**config.mk**
```make
export PLATFORM = sky130hd
export DESIGN_NAME = i2c_boot_reader
export DESIGN_NICKNAME = d
export VERILOG_FILES = /design/src/rtl/i2c_boot_reader.sv
export SDC_FILE = /design/constraint.sdc
export NUM_CORES = 1
export LEC_CHECK = 0
export ABC_CLOCK_PERIOD_IN_PS = 3200
export CORE_ASPECT_RATIO = 0.8
export CORE_UTILIZATION = 40
export DETAILED_ROUTE_END_ITERATION = 8
export HOLD_SLACK_MARGIN = 0.08
export PLACE_DENSITY_LB_ADDON = 0.25
export SKIP_CTS_REPAIR_TIMING = 1
export SLEW_MARGIN = 30
export SYNTH_ARGS = -nofsm -noshare
export SYNTH_HDL_FRONTEND = slang
export SYNTH_SLANG_ARGS = --single-unit
```
**constraint.sdc**
```tcl
create_clock -name clk -period 3.2 [get_ports clk]
set_input_delay 0.48 -clock clk [delete_from_list [all_inputs] [get_ports clk]]
set_output_delay 0.48 -clock clk [all_outputs]
set_load 0.01 [all_outputs]
```
**src/rtl/i2c_boot_reader.sv**
```systemverilog
module i2c_boot_reader #(
  parameter int          PRESCALE   = 10,
  parameter logic [15:0] CLKDIV     = 16'h0811,
  parameter int          LEN_W      = 16,
  parameter logic [6:0]  DEV_ADDR   = 7'h50,
  parameter logic [15:0] START_ADDR = 16'h0000
) (
  input  logic             clk,
  input  logic             rst_n,
  input  logic             req,
  input  logic [LEN_W-1:0] len,
  input  logic             scl_i,
  input  logic             sda_i,
  output logic             scl_oe,
  output logic             sda_oe,
  output logic [7:0]       rd_data,
  output logic             rd_valid,
  output logic             busy,
  output logic             done,
  output logic             err
);
  localparam logic [7:0] LO_T = CLKDIV[7:0];
  localparam logic [7:0] HI_T = CLKDIV[15:8];
  localparam int         PW   = $clog2(PRESCALE + 1);

  typedef enum logic [2:0] {S_IDLE, S_START, S_BIT, S_RSTART, S_STOP} st_t;

  st_t             st;
  logic [1:0]      ph;
  logic [PW-1:0]   pcnt;
  logic [7:0]      tcnt;
  logic [3:0]      bitn;
  logic [2:0]      stage;
  logic [7:0]      shreg;
  logic [LEN_W-1:0] left;
  logic            sda_q, want;

  wire       reading = (stage == 3'd4);
  assign     scl_oe  = (st == S_BIT || st == S_RSTART || st == S_STOP) && ph == 2'd0;
  wire [7:0] dur     = scl_oe ? LO_T : HI_T;
  wire       run     = scl_oe | scl_i;
  wire       step    = run && pcnt == PW'(PRESCALE - 1);
  wire       end_ph  = step && tcnt == dur - 8'd1;
  assign     sda_oe  = sda_q;
  assign     busy    = (st != S_IDLE);

  always_comb begin
    case (st)
      S_START: want = 1'b1;
      S_BIT:   want = (bitn == 4'd8) ? (reading && left != '0) : (!reading && !shreg[7]);
      S_STOP:  want = (ph != 2'd2);
      default: want = 1'b0;
    endcase
  end

  always_ff @(posedge clk or negedge rst_n) begin
    if (!rst_n) sda_q <= 1'b0;
    else if (scl_oe || st == S_START || (st == S_STOP && ph == 2'd2)) sda_q <= want;
  end

  always_ff @(posedge clk or negedge rst_n) begin
    if (!rst_n) begin
      st <= S_IDLE; ph <= '0; pcnt <= '0; tcnt <= '0; bitn <= '0; stage <= '0;
      shreg <= '0; left <= '0; rd_data <= '0; rd_valid <= 1'b0; done <= 1'b0; err <= 1'b0;
    end else begin
      rd_valid <= 1'b0;
      done     <= 1'b0;
      if (st == S_IDLE) begin
        pcnt <= '0;
        tcnt <= '0;
        if (req && len != '0) begin
          st <= S_START; ph <= '0; stage <= '0; bitn <= '0;
          shreg <= {DEV_ADDR, 1'b0}; left <= len; err <= 1'b0;
        end
      end else begin
        if (run) begin
          pcnt <= step ? '0 : pcnt + PW'(1);
          if (step) tcnt <= end_ph ? 8'd0 : tcnt + 8'd1;
        end
        if (end_ph) begin
          case (st)
            S_START:  begin st <= S_BIT; ph <= '0; end
            S_RSTART: if (ph == 2'd0) ph <= 2'd1; else begin st <= S_START; ph <= '0; end
            S_STOP:   if (ph == 2'd2) begin st <= S_IDLE; done <= 1'b1; end else ph <= ph + 2'd1;
            S_BIT: if (ph == 2'd0) ph <= 2'd1;
              else begin
                ph <= '0;
                if (bitn != 4'd8) begin
                  bitn  <= bitn + 4'd1;
                  shreg <= {shreg[6:0], reading ? sda_i : 1'b0};
                  if (reading && bitn == 4'd7) begin
                    rd_data  <= {shreg[6:0], sda_i};
                    rd_valid <= 1'b1;
                    left     <= left - LEN_W'(1);
                  end
                end else begin
                  bitn <= '0;
                  if (!reading && sda_i) begin
                    err <= 1'b1;
                    st  <= S_STOP;
                  end else if (reading) begin
                    if (left == '0) st <= S_STOP;
                  end else begin
                    stage <= stage + 3'd1;
                    case (stage)
                      3'd0: shreg <= START_ADDR[15:8];
                      3'd1: shreg <= START_ADDR[7:0];
                      3'd2: begin shreg <= {DEV_ADDR, 1'b1}; st <= S_RSTART; end
                      default: ;
                    endcase
                  end
                end
              end
            default: ;
          endcase
        end
      end
    end
  end

  assert_sda_steady_R7: assert property (@(posedge clk) disable iff (!rst_n)
    (!scl_oe && $past(!scl_oe) && sda_oe != $past(sda_oe)) |-> (st == S_START || st == S_STOP));

  assert_err_no_data_R5: assert property (@(posedge clk) disable iff (!rst_n)
    err |-> !rd_valid);

  assert_len0_ignored_R9: assert property (@(posedge clk) disable iff (!rst_n)
    (!busy && req && len == '0) |=> !busy);

  assert_stretch_hold_R8: assert property (@(posedge clk) disable iff (!rst_n)
    (busy && !scl_oe && !scl_i) |=> ($stable(tcnt) && $stable(pcnt)));

  assert_done_pulse_R10: assert property (@(posedge clk) disable iff (!rst_n)
    done |=> !done);
endmodule

```
==> reports/qor.txt <==
Overall overflow remaining after global route: 0
Slew Limit Headroom: 46.2%
Count of unresolved DRC violations after routing: 0
Number of max-cap violations: 0
Max Clock Skew: 0.00967 ns
CP required: 2.72 ns
Number of global-route vias before repair: 2847
Highest ir drop seen on vdd: 0.000317 V
Cell Area, Synth: 3560 um2
Wire length per cell: 15.7 um
Peak fanout along the critical path: 8
# diodes: 0
Detailed-router iteration count before antenna repair: 5
Cells taking the most area after synthesis: dfrtp_1, nand2_1, ha_1
NumNets Final: 460
Final Setup Violations: 0
Layout cells sized above 1: 9.53%
Final number of hold-violating endpoints: 0
Commonest cells in the synthesized netlist: dfrtp_1, nand2_1, a21oi_1
Number of library cell types mapped by synthesis: 62
CTS root buf: clkbuf_8
Placed Cells: 527
I/O pin count: 35
Clock slew seen by the registers of the worst setup and hold paths: 0.06 ns
Worst-case clock buffer depth: 2
Number of max-slew violations in the final report: 0
Tmin final: 2.78 ns
Initial drt markers: 189
Async set or reset register ratio after synthesis: 100%
Startpoint type of the worst setup path: register
Area of all placed cells without fillers: 4240 um2
Setup repair after global routing missed its margin: no
Yosys top cell area share: 42.1%
Slew at the pin with the worst max-slew slack: 0.807 ns
Antenna-violating nets left: 0
Detailed-route via count: 3046
Post-synthesis register bit count: 60
Cell leakage power: 0.00185 uW
H-tree Lvls: 3
Number of I/O port buffers: 34
CTS Sinks: 60
Post-synthesis to final-layout area growth: 18.9%
Total CTS buffers: 9
Clock tree from TritonCTS: done
Total track usage: 20.1%
Maximum number of pins on one net before global-route repair: 61
Setup TNS Final: 0 ns
Kind of critical path: register to primary output
Post-synthesis sequential area ratio: 42.1%
Fmax: 359 MHz
Worst skew pair latency: 0.34 ns
Most common cell in the synthesized netlist: dfrtp_1
Wire length reported by the detailed router: 8490 um
Power density relative to cell area: 685 nW/um2
Half-perimeter wire length after detailed placement: 5970 um
Endpoint class of the critical path: primary output
Overall die height: 86.4 um
Area of the core: 8560 um2
Post-placement cell area: 4040 um2
Flip-flop cell with the highest count after synthesis: dfrtp_1
Count of mapped cells out of synthesis: 388
Post-synth EDFFs: 0
Die Span X: 108 um
Synthesized net count: 422
Final non-filler cell total: 542
Synthesis warning total: 0
Wire length of the first global-routing pass: 14500 um
Cell row count: 30
Period utilisation layout: 87.0%
Arrival time at the worst endpoint: 2.30 ns
Placer congestion estimate: 0.832
Effective utilization at floorplan: 41.7%
Number of antenna violations at the first check in global routing: 0
Min-delay worst type: input port to asynchronous set/reset pin
Result of the run: completed
Die Footprint: 9300 um2
Vias per cell: 5.62
Cell taking the most area after synthesis: dfrtp_1
Post-Syn Area per Cell: 9.19 um2
[critical path, cell delays in order (launching register included)]
cell and delay, ns:
dfrtp_1 0.38, inv_1 0.10, ha_1 0.40, nand3b_1 0.31, nand2_1 0.22, clkdlybuf4s50_1 0.56
[registers in the layout, summed over array words and instances, names as in the netlist]
register and flops:
sda_oe 1, stage 3, left 16, ph 2, st 3, rd_valid 1
shreg 8, pcnt 4, tcnt 8, bitn 4, done 1, rd_data 8
err 1
[logic make-up after synthesis]
logic type	count (synthesis)	synth area share [%]
buffers and inverters	36	4.32
multiplexers	5	1.47
XOR/XNOR	3	0.737
AND/OR/NAND/NOR	159	24.1
flip-flops	60	42.1
adder cells (fa/ha/maj)	13	4.56
AO/OA/AOI/OAI	112	22.7
[worst paths after layout]
path	from	endpoint	slack (ns)	depth (start not counted)
setup / recovery	ph[0]	scl_oe	0.42	5
hold / removal	rst_n	pcnt[0]	0.30	2
setup reg to reg	st[2]	stage[0]	0.47	6
hold reg to reg	rd_data[5]	rd_data[5]	0.46	2
max in group asynchronous	rst_n	left[5]	2.35	2
min in group clk	rd_data[5]	rd_data[5]	0.46	2
[cell usage in the layout, fill, tap and decap left out, drive strengths merged, types with 4 or more instances in the layout]
| cell type | netlist | routed |
|---|---|---|
| nor2 | 31 | 31 |
| or3 | 5 | 5 |
| and3 | 6 | 6 |
| nand4 | 5 | 5 |
| o21ai | 31 | 31 |
| nor4 | 6 | 6 |
| nor3 | 16 | 16 |
| dfrtp | 60 | 60 |
| nand3 | 10 | 10 |
| a211oi | 4 | 4 |
| ha | 13 | 13 |
| inv | 20 | 20 |
| a22o | 10 | 10 |
| nor3b | 7 | 7 |
| clkbuf | 8 | 14 |
| and2 | 4 | 4 |
| buf | 8 | 10 |
| clkdlybuf4s50 | 0 | 33 |
| or4 | 6 | 6 |
| nand2 | 44 | 44 |
| a21o | 6 | 6 |
| a21oi | 30 | 30 |
| o22ai | 4 | 4 |
[final cells by class]
class / instances / area (um2)
repair buffers: 43 / 403
inverters: 20 / 75.1
clock inverters: 1 / 30.0
multi-input cells: 292 / 1920
fillers: 826 / 4320
flip-flops and latches: 60 / 1500
well taps: 112 / 140
clock buffers: 14 / 173
[metrics by stage]
| step | setup WS [ns] | power, uW | util (%) | hold slack, ns |
|---|---|---|---|---|
| 3_3_place_gp | 0.390 | 2160 | 47.1 | 0.453 |
| 5_1_grt | 0.265 | 3120 | 49.5 | 0.365 |
| 4_1_cts | 0.376 | 2930 | 49.5 | 0.339 |
| 2_1_floorplan | 0.850 | 1880 | - | 0.184 |
| 3_5_place_dp | 0.278 | 2200 | 47.1 | 0.455 |
| 6_report | 0.417 | 2900 | 49.5 | 0.301 |
[where the power goes]
group | switching (uW) | internal [uW] | total [uW]
combinational | 641 | 429 | 1070
clock | 290 | 420 | 710
sequential | 203 | 918 | 1120
[layer usage]
layer | global-route usage [%] | wire (um)
met1 | 28.6 | 4230
met2 | 30.4 | 3830
met3 | 4.81 | 356
met4 | 5.85 | 75
met5 | 0 | 0
Power figures use the tool's default switching activity.
